===== src/rtl/edge_start_rx_pkg.sv =====
package edge_start_rx_pkg;

  // Which count of ones in the received code counts as correct.
  typedef enum logic {
    PAR_EVEN = 1'b0,
    PAR_ODD  = 1'b1
  } par_sense_e;

  // Default timing, in system clock cycles (scaled-down bit interval).
  localparam int DEF_BIT_CYC   = 16;
  localparam int DEF_HALF_BIT  = 8;
  localparam int DEF_START_WIN = 124;
  localparam int DEF_RX_WIN    = 145;
  localparam int DEF_PULSE_W   = 2;
  localparam int DEF_PRESET    = 2;
  localparam int DEF_SAMPLES   = 8;

endpackage


===== src/rtl/edge_start_rx_sync.sv =====
module edge_start_rx_sync #(
  parameter int STAGES = 2
) (
  input  logic clk,
  input  logic rst,
  input  logic line_in,
  output logic line_s,
  output logic rise
);

  logic [STAGES-1:0] chain;
  logic              last_q;

  always_ff @(posedge clk) begin
    if (rst) chain[0] <= 1'b0;
    else     chain[0] <= line_in;
  end

  for (genvar g = 1; g < STAGES; g++) begin : g_stage
    always_ff @(posedge clk) begin
      if (rst) chain[g] <= 1'b0;
      else     chain[g] <= chain[g-1];
    end
  end

  always_ff @(posedge clk) begin
    if (rst) last_q <= 1'b0;
    else     last_q <= chain[STAGES-1];
  end

  assign line_s = chain[STAGES-1];
  assign rise   = chain[STAGES-1] & ~last_q;

endmodule


===== src/rtl/edge_start_rx_timer.sv =====
module edge_start_rx_timer #(
  parameter int BIT_CYC   = 16,
  parameter int HALF_BIT  = 8,
  parameter int START_WIN = 124,
  parameter int RX_WIN    = 145,
  parameter int PULSE_W   = 2,
  parameter int PRESET    = 2
) (
  input  logic clk,
  input  logic rst,
  input  logic rise,
  input  logic rx_en,
  output logic active,
  output logic preset,
  output logic shift_go
);

  localparam int CW = $clog2(RX_WIN + 1);
  localparam int PW = $clog2(BIT_CYC + 1);
  localparam int RW = $clog2(PRESET + 1);
  localparam logic [CW-1:0] WIN_LAST  = CW'(RX_WIN - 1);
  localparam logic [CW-1:0] START_LIM = CW'(START_WIN);
  localparam logic [PW-1:0] PH_LOAD   = PW'(BIT_CYC - HALF_BIT);
  localparam logic [PW-1:0] PH_LAST   = PW'(BIT_CYC - 1);
  localparam logic [PW-1:0] PH_HIGH   = PW'(PULSE_W);
  localparam logic [RW-1:0] PRE_LOAD  = RW'(PRESET);

  logic [CW-1:0] cnt;
  logic [PW-1:0] ph;
  logic [RW-1:0] pre_cnt;
  logic          bclk, bclk_d, start_win;

  // Bit clock: phase is loaded so that it wraps to zero HALF_BIT cycles
  // after the start, then every BIT_CYC cycles.
  assign bclk      = active && (ph < PH_HIGH);
  assign start_win = active && (cnt < START_LIM);
  assign preset    = active && (pre_cnt != '0);
  assign shift_go  = rx_en && start_win && bclk && !bclk_d;

  always_ff @(posedge clk) begin
    if (rst) begin
      active  <= 1'b0;
      cnt     <= '0;
      ph      <= '0;
      pre_cnt <= '0;
      bclk_d  <= 1'b0;
    end else begin
      bclk_d <= bclk;
      if (!active) begin
        if (rise && rx_en) begin
          active  <= 1'b1;
          cnt     <= '0;
          ph      <= PH_LOAD;
          pre_cnt <= PRE_LOAD;
        end
      end else begin
        cnt <= cnt + 1'b1;
        ph  <= (ph == PH_LAST) ? '0 : ph + 1'b1;
        if (pre_cnt != '0) pre_cnt <= pre_cnt - 1'b1;
        if (cnt == WIN_LAST) active <= 1'b0;
      end
    end
  end

  // strobes only once the half-bit offset has passed
  p_shift_after_offset_r3: assert property (@(posedge clk) disable iff (rst)
    shift_go |-> (active && cnt >= CW'(HALF_BIT)));

  // an edge inside the window never reloads the count
  p_no_restart_r7: assert property (@(posedge clk) disable iff (rst)
    (active && rise) |=> (cnt != '0));

endmodule


===== src/rtl/edge_start_rx_shreg.sv =====
module edge_start_rx_shreg #(
  parameter int SAMPLES = 8
) (
  input  logic               clk,
  input  logic               rst,
  input  logic               preset,
  input  logic               shift_go,
  input  logic               din,
  output logic [SAMPLES-1:0] sreg,
  output logic               full
);

  localparam int SW = $clog2(SAMPLES + 1);
  localparam logic [SW-1:0] S_LAST = SW'(SAMPLES - 1);
  localparam logic [SW-1:0] S_ALL  = SW'(SAMPLES);

  logic [SW-1:0] scnt;

  always_ff @(posedge clk) begin
    if (rst) begin
      sreg <= '0;
      scnt <= '0;
      full <= 1'b0;
    end else if (preset) begin
      sreg <= '1;
      scnt <= '0;
      full <= 1'b0;
    end else begin
      full <= 1'b0;
      if (shift_go && scnt != S_ALL) begin
        sreg <= {sreg[SAMPLES-2:0], din};
        scnt <= scnt + 1'b1;
        full <= (scnt == S_LAST);
      end
    end
  end

  // never more than SAMPLES shifts per character
  p_shift_bound_r3: assert property (@(posedge clk) disable iff (rst)
    scnt <= S_ALL);

  // the full flag is a single-cycle event
  p_full_pulse_r5: assert property (@(posedge clk) disable iff (rst)
    full |=> !full);

endmodule


===== src/rtl/edge_start_rx_check.sv =====
module edge_start_rx_check
  import edge_start_rx_pkg::*;
#(
  parameter int         CODE_W    = 7,
  parameter par_sense_e PAR_SENSE = PAR_ODD
) (
  input  logic              clk,
  input  logic              rst,
  input  logic              full,
  input  logic [CODE_W-1:0] code,
  output logic [CODE_W-1:0] data_q,
  output logic              valid_q,
  output logic              perr_q
);

  logic fault;

  if (PAR_SENSE == PAR_ODD) begin : g_odd
    assign fault = ~(^code);
  end else begin : g_even
    assign fault = ^code;
  end

  always_ff @(posedge clk) begin
    if (rst) begin
      data_q  <= '0;
      valid_q <= 1'b0;
      perr_q  <= 1'b0;
    end else begin
      valid_q <= full;
      if (full) begin
        data_q <= code;
        perr_q <= fault;
      end
    end
  end

  // valid is one cycle wide
  p_valid_pulse_r5: assert property (@(posedge clk) disable iff (rst)
    valid_q |=> !valid_q);

  // outputs hold between transfers
  p_hold_r9: assert property (@(posedge clk) disable iff (rst)
    !$past(full) |-> ($stable(data_q) && $stable(perr_q)));

endmodule


===== src/rtl/edge_start_rx.sv =====
module edge_start_rx
  import edge_start_rx_pkg::*;
#(
  parameter int         BIT_CYC     = DEF_BIT_CYC,
  parameter int         HALF_BIT    = DEF_HALF_BIT,
  parameter int         START_WIN   = DEF_START_WIN,
  parameter int         RX_WIN      = DEF_RX_WIN,
  parameter int         PULSE_W     = DEF_PULSE_W,
  parameter int         PRESET      = DEF_PRESET,
  parameter int         SAMPLES     = DEF_SAMPLES,
  parameter int         SYNC_STAGES = 2,
  parameter par_sense_e PAR_SENSE   = PAR_ODD,
  localparam int        CODE_W      = SAMPLES - 1
) (
  input  logic              clk,
  input  logic              rst,
  input  logic              rx_line,
  input  logic              rx_en,
  output logic [CODE_W-1:0] rx_data,
  output logic              rx_valid,
  output logic              rx_perr,
  output logic              rx_busy
);

  logic               line_s, rise_w, preset_w, shift_w, full_w;
  logic [SAMPLES-1:0] sreg_w;

  edge_start_rx_sync #(.STAGES(SYNC_STAGES)) u_sync (
    .clk     (clk),
    .rst     (rst),
    .line_in (rx_line),
    .line_s  (line_s),
    .rise    (rise_w)
  );

  edge_start_rx_timer #(
    .BIT_CYC   (BIT_CYC),
    .HALF_BIT  (HALF_BIT),
    .START_WIN (START_WIN),
    .RX_WIN    (RX_WIN),
    .PULSE_W   (PULSE_W),
    .PRESET    (PRESET)
  ) u_timer (
    .clk      (clk),
    .rst      (rst),
    .rise     (rise_w),
    .rx_en    (rx_en),
    .active   (rx_busy),
    .preset   (preset_w),
    .shift_go (shift_w)
  );

  edge_start_rx_shreg #(.SAMPLES(SAMPLES)) u_shreg (
    .clk      (clk),
    .rst      (rst),
    .preset   (preset_w),
    .shift_go (shift_w),
    .din      (line_s),
    .sreg     (sreg_w),
    .full     (full_w)
  );

  edge_start_rx_check #(
    .CODE_W    (CODE_W),
    .PAR_SENSE (PAR_SENSE)
  ) u_check (
    .clk     (clk),
    .rst     (rst),
    .full    (full_w),
    .code    (sreg_w[CODE_W-1:0]),
    .data_q  (rx_data),
    .valid_q (rx_valid),
    .perr_q  (rx_perr)
  );

  // the window opens only after an accepted start edge
  p_busy_start_r1: assert property (@(posedge clk) disable iff (rst)
    $rose(rx_busy) |-> $past(rise_w && rx_en));

  // transfers land inside the receive window
  p_valid_in_window_r5: assert property (@(posedge clk) disable iff (rst)
    rx_valid |-> rx_busy);

endmodule


===== config.mk =====
export PLATFORM = sky130hd
export DESIGN_NAME = edge_start_rx
export DESIGN_NICKNAME = d
export VERILOG_FILES = /design/src/rtl/edge_start_rx_pkg.sv /design/src/rtl/edge_start_rx_sync.sv /design/src/rtl/edge_start_rx_timer.sv /design/src/rtl/edge_start_rx_shreg.sv /design/src/rtl/edge_start_rx_check.sv /design/src/rtl/edge_start_rx.sv
export SDC_FILE = /design/constraint.sdc
export NUM_CORES = 1
export LEC_CHECK = 0
export BUFFER_PORTS_ARGS = -buffer_cell sky130_fd_sc_hd__buf_2
export CAP_MARGIN = 20
export CORE_ASPECT_RATIO = 0.8
export CORE_MARGIN = 8
export CORE_UTILIZATION = 25
export DETAILED_ROUTE_END_ITERATION = 7
export GPL_TIMING_DRIVEN = 0
export PLACE_DENSITY = 0.51
export SLEW_MARGIN = 20
export SYNTH_ARGS = -nofsm -noshare
export SYNTH_HDL_FRONTEND = slang
export SYNTH_SLANG_ARGS = --single-unit

===== constraint.sdc =====
create_clock -name clk -period 2.9 [get_ports clk]
set_input_delay 0 -clock clk [delete_from_list [all_inputs] [get_ports clk]]
set_output_delay 0 -clock clk [all_outputs]
set_load 0.1 [all_outputs]

# [Word-level counts from Yosys, hierarchy flattened]
# Index checks and enable logic that the tools add are counted.
[totals] in_bits=4 register_bits=41 wordCells=58
[classes] eq_ne=5 muxes=13 bitwise=4 order_cmp=2 reduce_logical=16 addsub=4
[ops] op="8-bit two-way mux" count=2
[ops] op="5-bit two-way mux" count=3
[ops] op="7-bit two-way mux" count=2
[ops] op="8-bit by 1-bit adder with 8-bit output, second input constant" count=1
[ops] op="8-bit == test, second input constant" count=1
[ops] op="1-bit logical AND" count=8
[ops] op="8-bit by 7-bit less-than comparator with 1-bit output, second input constant" count=1
[ops] op="7-bit XOR reduction" count=1
[ops] op="2-bit two-way mux" count=3
[ops] op="2-bit nonzero test" count=3
[ops] op="5-bit by 1-bit adder with 5-bit output, second input constant" count=1
[ops] op="5-bit by 4-bit == test with 1-bit output, second input constant" count=1
[ops] op="5-bit by 2-bit less-than comparator with 1-bit output, second input constant" count=1
[ops] op="4-bit by 1-bit adder with 4-bit output, second input constant" count=1
[ops] op="4-bit by 3-bit == test with 1-bit output, second input constant" count=1
[ops] op="4-bit inequality test, second input constant" count=1
[ops] op="1-bit two-way mux" count=3
[ops] op="1-bit NOT" count=3
[ops] op="3-bit OR reduction" count=1
[ops] op="2-bit inequality test, second input constant" count=1
[ops] op="2-bit AND reduction" count=1
[ops] op="2-bit OR reduction" count=1
[ops] op="2-bit by 1-bit subtractor with 2-bit output, second input constant" count=1
[ops] op="1-bit bitwise AND" count=1
[ops] op="1-bit zero test" count=1

# [Depth between registers and ports, before layout]
# Gate-level depths: netlist of the first run.
[depth] word_depth=8 depth_mapped=7 depth_no_buf=6

# [Cells and area by module]
# Synthesis of the first run repeated with hierarchy kept, for this count alone.
[hier_totals] cells_unflattened=193 area_unflattened_um2=1911.8
[modules_own_cells] module="edge_start_rx_timer" area_each_um2=850.8 n_inst=1 cells_per_inst=90
[modules_own_cells] module="edge_start_rx_shreg" area_each_um2=588.1 n_inst=1 cells_per_inst=64
[modules_own_cells] module="edge_start_rx_check" area_each_um2=385.4 n_inst=1 cells_per_inst=32
[modules_own_cells] module="edge_start_rx_sync" area_each_um2=87.6 n_inst=1 cells_per_inst=7

# [Least setup slack after synthesis of the first run]
# Ideal clock, no wire load.
[synth_timing] kind="register -> register" from="register u_timer.active" to="register u_timer.active" t_arrival_ns=1.977 stages_incl_launch_ff=6 setup_slack_ns=0.791 cell_sequence="dfxtp_1 > buf_2 > buf_1 > nand4b_1 > nor4_1 > nor3_1"
[synth_between] elab_chain_len=1
[synth_lines] item="start, declared" line_no="edge_start_rx_timer.sv:13" source="output logic active,"
[synth_lines] item="start signal, assigned" line_no="edge_start_rx_timer.sv:42" source="active <= 1'b0;"
[synth_lines] item="start signal, assigned" line_no="edge_start_rx_timer.sv:51" source="active <= 1'b1;"
[synth_lines] item="start signal, assigned" line_no="edge_start_rx_timer.sv:60" source="if (cnt == WIN_LAST) active <= 1'b0;"
[synth_lines] item="1-bit two-way mux" line_no="edge_start_rx_timer.sv:49" source="if (!active) begin"
# Every way passes these cells.
# A chain may end at the register's enable or synchronous reset.

# [Final worst setup path of the first run]
[layout_timing] from="register u_shreg.scnt[0]" to="register u_shreg.sreg[0]"
[layout_between] elab_chain_len=3
[layout_lines] item="start, declared" line_no="edge_start_rx_shreg.sv:17" source="logic [SW-1:0] scnt;"
[layout_lines] item="start signal, assigned" line_no="edge_start_rx_shreg.sv:32" source="scnt <= scnt + 1'b1;"
[layout_lines] item="4-bit inequality test" line_no="edge_start_rx_shreg.sv:30" source="if (shift_go && scnt != S_ALL) begin"
[layout_lines] item="1-bit logical AND" line_no="edge_start_rx_shreg.sv:30"
[layout_lines] item="2-bit nonzero test (no line)"
[layout_lines] item="end signal, assigned" line_no="edge_start_rx_shreg.sv:31" source="sreg <= {sreg[SAMPLES-2:0], din};"
[layout_lines] item="end, declared" line_no="edge_start_rx_shreg.sv:9" source="output logic [SAMPLES-1:0] sreg,"
# Every way passes these cells.

==> results by group, run 1 <==
Critical path
  • Worst Reg-to-Reg Cells: 7
  • Worst setup SP type: register
  • Crit path buf inv count: 2
  • Top delay family on crit path: simple AND/OR/NAND/NOR gates
  • Slowest stage cell, crit path: dfxtp_1
  • Worst EP required: 3.07 ns
  • Worst Path Max Fanout: 10
  • Max stage delay on crit path: 0.38 ns
  • Critical path class: register to register
  • CP arrival: 1.88 ns
  • Setup slack, reg-to-reg: 1.19 ns
  • CP endpoint kind: register
  • Worst R2R Start: u_shreg.scnt[0]
  • Reg2reg end: u_shreg.sreg[0]
  • CP Cell Sequence: inv_1, ha_1, nand3b_1, nand3_1, clkbuf_1, nor4b_1, nor3_1

CTS
  • CTS clk-pin slew, worst paths: 0.08 ns
  • Htree depth: 2
  • CTS tree: yes
  • Clk_lat worst skew: 0.30 ns
  • CTS Buffer Depth: 2
  • CTS Buf Count: 5
  • Clock sink count: 41
  • Post-CTS Setup Bufs: 0
  • CTS Root Cell: clkbuf_8

Synthesis
  • Area share of the largest cell type after synthesis: 0.4484
  • Seq/Total Area, Yosys: 0.4484
  • Top area cells in the synthesized netlist: dfxtp_1 (45%), a21oi_1 (5.2%), mux2i_1 (4.4%)
  • Post-synth top area cell: dfxtp_1
  • Mux cell area share after synthesis: 0.04375
  • Synth Register Bits: 41
  • Ys Warns: 0
  • Cell count after synthesis: 204
  • Synthesized Nets: 214
  • Synth Area in Compound Gates: 0.1251
  • Fraction of registers with async set/reset: 0
  • Synthesized area per cell: 8.973 um^2
  • Post-Synth Simple-Gate Area: 0.2488
  • XOR/XNOR Fraction of Synth Area: 0.04785
  • Post-synth cell types: 41
  • Synth Area in Adders: 0.04101
  • Post-synth EDFFs: 0
  • Combinational family with the most area after synthesis: simple AND/OR/NAND/NOR gates
  • Main synth FF type: dfxtp_1
  • Post-Synthesis Cell Area: 1831 um^2

Timing
  • Slew HR: 0.5531
  • Tcrit/Tclk final: 0.5902
  • RSZ-0062 raised after global routing: false
  • Max Slew Vio Count: 0
  • Post-route setup TNS: 0 ns
  • Skew final: 0.007672 ns
  • Setup violators final: 0
  • Final period demand of the worst path: 1.712 ns
  • Max Fclk: 584.2 MHz
  • Slew @ Worst Pin: 0.6703 ns
  • Final hold viol count: 0

Status
  • Status: completed

Power
  • Total Power: 1.097 mW
  • Net Switching: 0.2524 mW
  • Comb pwr share: 0.061
  • Max VDD drop: 0.1944 mV
  • Sequential share of power: 0.526
  • Sw Ratio: 0.2300
  • Static leakage: 0.7558 nW
  • Cell Pwr Density: 514.6 nW/um^2
  • Clock power frac: 0.413
  • Int Pwr: 0.8448 mW

Detailed routing
  • Drt via density: 4.677
  • Detail Route Antenna Nets: 0
  • Overall routed net length: 4.077 mm
  • Drt first pass iters: 4
  • DRT iter0 DRCs: 43
  • Via count: 1478
  • Wire per inst: 12.90 um
  • DRC violations left: 0

Final layout
  • Post-Route Utilization: 0.2940
  • Fill cells: 779
  • Layout cells sized above 1: 0.1106
  • N_diodes: 0
  • Fin nets: 236
  • Final instance area: 2132 um^2
  • Area Overhead vs Synth: 16.47%

Global routing
  • Initial antenna violation count: 0
  • Gr usage total: 0.08371
  • Largest net degree at the start of global routing: 13
  • Remaining global-route overflow: 0
  • Vias in the first global route: 1426
  • Global-route wire length before repair: 6.948 mm

Floorplan
  • Initial Utilization: 0.2524
  • Core area: 7252 um^2
  • Die ar.: 10330 um^2
  • # rows: 28
  • Ports: 14
  • Width of the chip: 111.7 um
  • Chip height: 92.54 um

Placement
  • Post-DP HPWL: 2.837 mm
  • Placed Instance Area: 2008 um^2
  • Port Buf Inserts: 13
  • Placer Congestion: 0.7131

Run
  • Max Cap Viol: 0

Hold path
  • Worst hold stages: 4
  • Worst Hold End: u_shreg.full
  • HP Start: rx_en
  • HP Class: input pin to register
==> worst max-delay path by stage <==
stage,from,end,depth (start not counted)
2_1_floorplan,u_timer.active,u_timer.active,5
3_3_place_gp,u_shreg.scnt[0],u_shreg.sreg[0],7
3_5_place_dp,u_shreg.scnt[0],u_shreg.sreg[6],7
4_1_cts,u_shreg.scnt[0],u_shreg.sreg[0],7
5_1_grt,u_timer.pre_cnt[0],u_shreg.sreg[2],7
6_report,u_shreg.scnt[0],u_shreg.sreg[0],7
==> cells by family (layout without fill, tap and decap cells) <==
| kind of cell | after synthesis | count (layout) |
|---|---|---|
| and+or+nand+nor | 82 | 82 |
| DFF | 41 | 41 |
| adders and majority gates | 6 | 6 |
| buffers and inverters | 21 | 43 |
| muxes | 8 | 8 |
| xor gates and xnor gates | 10 | 10 |
| AOI/OAI and AO/OA | 36 | 36 |
==> per-layer routing <==
layer	vias to the layer above	share of wire	global-route usage
li1	766	-	-
met1	681	0.56	0.1170
met2	24	0.39	0.1188
met3	7	0.030	0.02016
met4	0	0.018	0.03746
met5	-	0	0
==> flip-flops by register name, summed over array words and instances (netlist names) <==
name,count
u_check.perr_q,1
u_timer.pre_cnt,2
u_timer.bclk_d,1
u_timer.ph,5
u_sync.last_q,1
u_timer.cnt,8
u_check.data_q,7
u_sync.chain,1
u_shreg.full,1
u_sync.line_s,1
u_timer.active,1
u_shreg.scnt,4
u_shreg.sreg,7
u_check.valid_q,1
==> synth_stat cells (all sizes together) (3+ instances only) <==
master,instances
dfxtp,41
inv,8
nand2b,10
nand3,10
nor2b,4
or4,3
nor4,3
clkbuf,7
nand2,5
nor3,13
xor2,3
buf,4
xnor2,7
nand4b,3
a21oi,19
mux2i,8
o211ai,3
nand4,3
nor2,20
ha,6
==> power groups by stage <==
stage	Sequential (mW)	Clock, mW	Combinational (mW)
finish	0.577	0.453	0.0666
global route	0.579	0.489	0.0746
CTS	0.577	0.463	0.0674
detailed placement	0.591	0	0.0654
global placement	0.591	0	0.0655
floorplan	0.592	0	0.0444
==> layout make-up <==
type	count	area [um^2]	share of cell area
timing repair buffer	15	85.08	0.03991
multi-input combinational	142	927.1	0.4349
inverter	10	37.54	0.01761
clock inverter	2	35.03	0.01643
sequential	41	820.8	0.3850
buffer	11	45.04	0.02113
clock buffer	5	68.82	0.03228
tap	90	112.6	0.05282
==> cell usage in the layout, fill, tap and decap left out, drive strengths merged, types with 2 or more instances in the layout <==
| master | count |
|---|---|
| a22oi | 2 |
| xnor2 | 7 |
| inv | 8 |
| o211ai | 3 |
| nand3 | 10 |
| nor2b | 4 |
| dlygate4sd3 | 2 |
| nor2 | 20 |
| or4 | 3 |
| nand4 | 3 |
| nor4 | 3 |
| o31ai | 2 |
| buf | 17 |
| nand4b | 3 |
| xor2 | 3 |
| clkinv | 3 |
| nand2 | 5 |
| or3 | 2 |
| a21oi | 19 |
| mux2i | 8 |
| nor3 | 13 |
| dfxtp | 41 |
| ha | 6 |
| clkbuf | 12 |
| nand2b | 10 |
| a211oi | 2 |
| o21ai | 2 |
==> what timing repair did <==
item / 4_1_cts / 5_1_grt
endpoints found under the hold margin: 2 / 0
resized for setup: 0 / 0
hold buffers: 2 / 0
==> worst register-to-register path, stage by stage (launching register included) <==
cell      delay [ns]
dfxtp_1         0.38
inv_1           0.07
ha_1            0.20
nand3b_1        0.09
nand3_1         0.15
clkbuf_1        0.27
nor4b_1         0.34
nor3_1          0.08
==> metrics by stage <==
| stage | std cells | setup slack, ns | hold WS, ns |
|---|---|---|---|
| 6_report | 316 | 1.188 | 0.2276 |
| 5_1_grt | 316 | 1.036 | 0.2583 |
| 4_1_cts | 316 | 1.168 | 0.2221 |
| 3_5_place_dp | 307 | 1.198 | 0.2156 |
| 3_3_place_gp | 307 | 1.191 | 0.2111 |
| 2_1_floorplan | 204 | 0.7910 | 0.07161 |
Power figures use the tool's default switching activity.
==> run 2, diff against run 1 <==
- clock period: 2.9 -> 1.6 ns (I/O delays scaled with it)
==> run 2 against run 1 <==
The run now ends with setup timing left; combinational power rose by 110%; largest cell class unchanged; sequential share of layout area is 1.9 points lower; sequential power grew 80%; global-route usage barely moved; utilization grew 2.1 points; critical path type unchanged; fmax rose by 6.2%; register-to-register slack worse by 1.2 ns; count of clock-buffer cells in the layout rose by 2.
==> results by group, run 2 (same netlist as run 1, synthesis figures left out) <==
Detailed routing
  • Wire per inst: 13.01 um
  • Via count: 1512
  • DRC violations left: 0
  • Drt first pass iters: 4
  • Detail Route Antenna Nets: 0
  • DRT iter0 DRCs: 33
  • Drt via density: 4.710
  • Overall routed net length: 4.175 mm

CTS
  • CTS tree: yes
  • Clk_lat worst skew: 0.29 ns
  • CTS Buf Count: 5
  • Htree depth: 2
  • CTS Buffer Depth: 2
  • CTS Root Cell: clkbuf_8
  • CTS clk-pin slew, worst paths: 0.08 ns
  • Clock sink count: 41

Floorplan
  • Width of the chip: 111.7 um
  • Core area: 7252 um^2
  • Die ar.: 10330 um^2
  • Ports: 14
  • # rows: 28
  • Chip height: 92.54 um
  • Initial Utilization: 0.2524

Final layout
  • Largest reg by FF count: u_timer.cnt
  • Most common cell after layout, fill and taps aside: dfxtp_1
  • Most frequent cells in the layout: dfxtp_1 (36), nor2_1 (20), a21oi_1 (17)
  • N_diodes: 0
  • Top flop regs: u_timer.cnt x8, u_check.data_q x7, u_shreg.sreg x7
  • Layout cells sized above 1: 0.2208
  • Area Overhead vs Synth: 24.61%
  • Final instance area: 2281 um^2
  • Fin nets: 240
  • Max reg flops: 8
  • Fill cells: 753

Critical path
  • Setup crit end: u_shreg.scnt[2]
  • Worst EP required: 1.82 ns
  • Setup slack, reg-to-reg: -0.01 ns
  • Critical path class: register to register
  • Worst Reg-to-Reg Cells: 4
  • Worst Setup SP: u_timer.ph[2]
  • CP Cell Sequence: nor4_4, o211ai_2, or4_4, a21oi_2
  • Worst setup SP type: register
  • Slowest stage cell, crit path: or4_4
  • Reg2reg end: u_shreg.scnt[2]
  • CP arrival: 1.84 ns
  • Critical path depth in cells: 4
  • Max stage delay on crit path: 0.46 ns
  • Crit path buf inv count: 0
  • Worst R2R Start: u_timer.ph[2]
  • Worst Path Max Fanout: 7
  • Top delay family on crit path: simple AND/OR/NAND/NOR gates
  • CP endpoint kind: register

Global routing
  • Gr usage total: 0.08341
  • Remaining global-route overflow: 0
  • Largest net degree at the start of global routing: 13
  • Vias in the first global route: 1505
  • Global-route wire length before repair: 7.120 mm
  • Initial antenna violation count: 0

Power
  • Cell Pwr Density: 900.7 nW/um^2
  • Int Pwr: 1.594 mW
  • Net Switching: 0.4602 mW
  • Max VDD drop: 0.3787 mV
  • Clock power frac: 0.425
  • Sw Ratio: 0.2240
  • Static leakage: 0.8212 nW
  • Sequential share of power: 0.507
  • Comb pwr share: 0.068

Timing
  • Final hold viol count: 0
  • Slew @ Worst Pin: 0.6566 ns
  • Setup violators final: 2
  • Max Fclk: 620.5 MHz
  • Final period demand of the worst path: 1.612 ns
  • Skew final: 0.002855 ns
  • Max Slew Vio Count: 0
  • Tcrit/Tclk final: 1.007
  • Setup ws final: -0.01162 ns
  • RSZ-0062 raised after global routing: true
  • Slew HR: 0.5622

Placement
  • Port Buf Inserts: 13
  • Post-DP HPWL: 2.811 mm
  • Placed Instance Area: 2012 um^2
  • Placer Congestion: 0.7337
  • Worst slack at placement: -0.1292 ns

Hold path
  • HP Start: rx_en
  • HP Class: input pin to register
  • Worst hold stages: 4

Status
  • Status: finished, violations left
  • Failing checks: setup timing

Run
  • Max Cap Viol: 0
-- run 2: changes by cell type in the layout (fill, tap and decap cells not counted), sizes merged --
cell / delta
buf: +6
clkinv: -1
-- run 2: worst min path at each step --
stage	to
global placement	u_sync.chain[0]
floorplan	u_check.valid_q
CTS	u_shreg.full
detailed placement	u_sync.chain[0]
global route	u_shreg.scnt[3]
finish	u_shreg.scnt[3]
-- run 2: per-layer routing --
layer	share of wire	track usage
met1	0.54	0.1119
met3	0.031	0.02146
met5	0	0
met4	0.014	0.03405
met2	0.42	0.1248
-- run 2: through the flow --
| stage | instances | utilization | hold WS, ns | power (mW) | setup TNS, ns |
|---|---|---|---|---|---|
| final | 321 | 0.3145 | 0.2256 | 2.054 | -0.01819 |
| after global routing | 321 | 0.3145 | 0.2423 | 2.148 | -0.1941 |
| after CTS | 317 | 0.2999 | 0.1757 | 2.064 | 0 |
| after detailed placement | 307 | 0.2774 | 0.2218 | 1.189 | -0.4886 |
| after global placement | 307 | 0.2774 | 0.2090 | 1.188 | -0.2993 |
| after floorplan | 204 | - | 0.07161 | 1.153 | 0 |
-- run 2: worst register-to-register path: stages (launching register included) --
cell and delay [ns]:
dfxtp_4 0.38, nor4_4 0.37, o211ai_2 0.22, or4_4 0.46, a21oi_2 0.12
-- run 2: final cells by class --
class                   instances  area (um^2)  share of cell area
clock inverters                 1        30.03             0.01317
repair buffers                 20        122.6             0.05376
plain buffers                  10        60.06             0.02633
inverters                      10        37.54             0.01646
flip-flops and latches         41        834.6              0.3659
clock buffers                   7        86.33             0.03785
multi-input cells             142        997.2              0.4372
well taps                      90        112.6             0.04937
-- run 2: power groups by stage --
stage	registers (mW)	logic, mW	clock network (mW)
after floorplan	1.07	0.0804	0
after global placement	1.07	0.118	0
after detailed placement	1.07	0.119	0
after CTS	1.04	0.126	0.894
after global routing	1.05	0.154	0.948
final	1.04	0.140	0.872
-- run 2: timing repair --
item                       CTS  global route
gates resized for setup      9            22
setup endpoints to repair   11            11
hold endpoints to repair     2             0
pin swaps                    4             4
hold buffers                 2             0
buffers inserted             1             4
cloned                       0             0
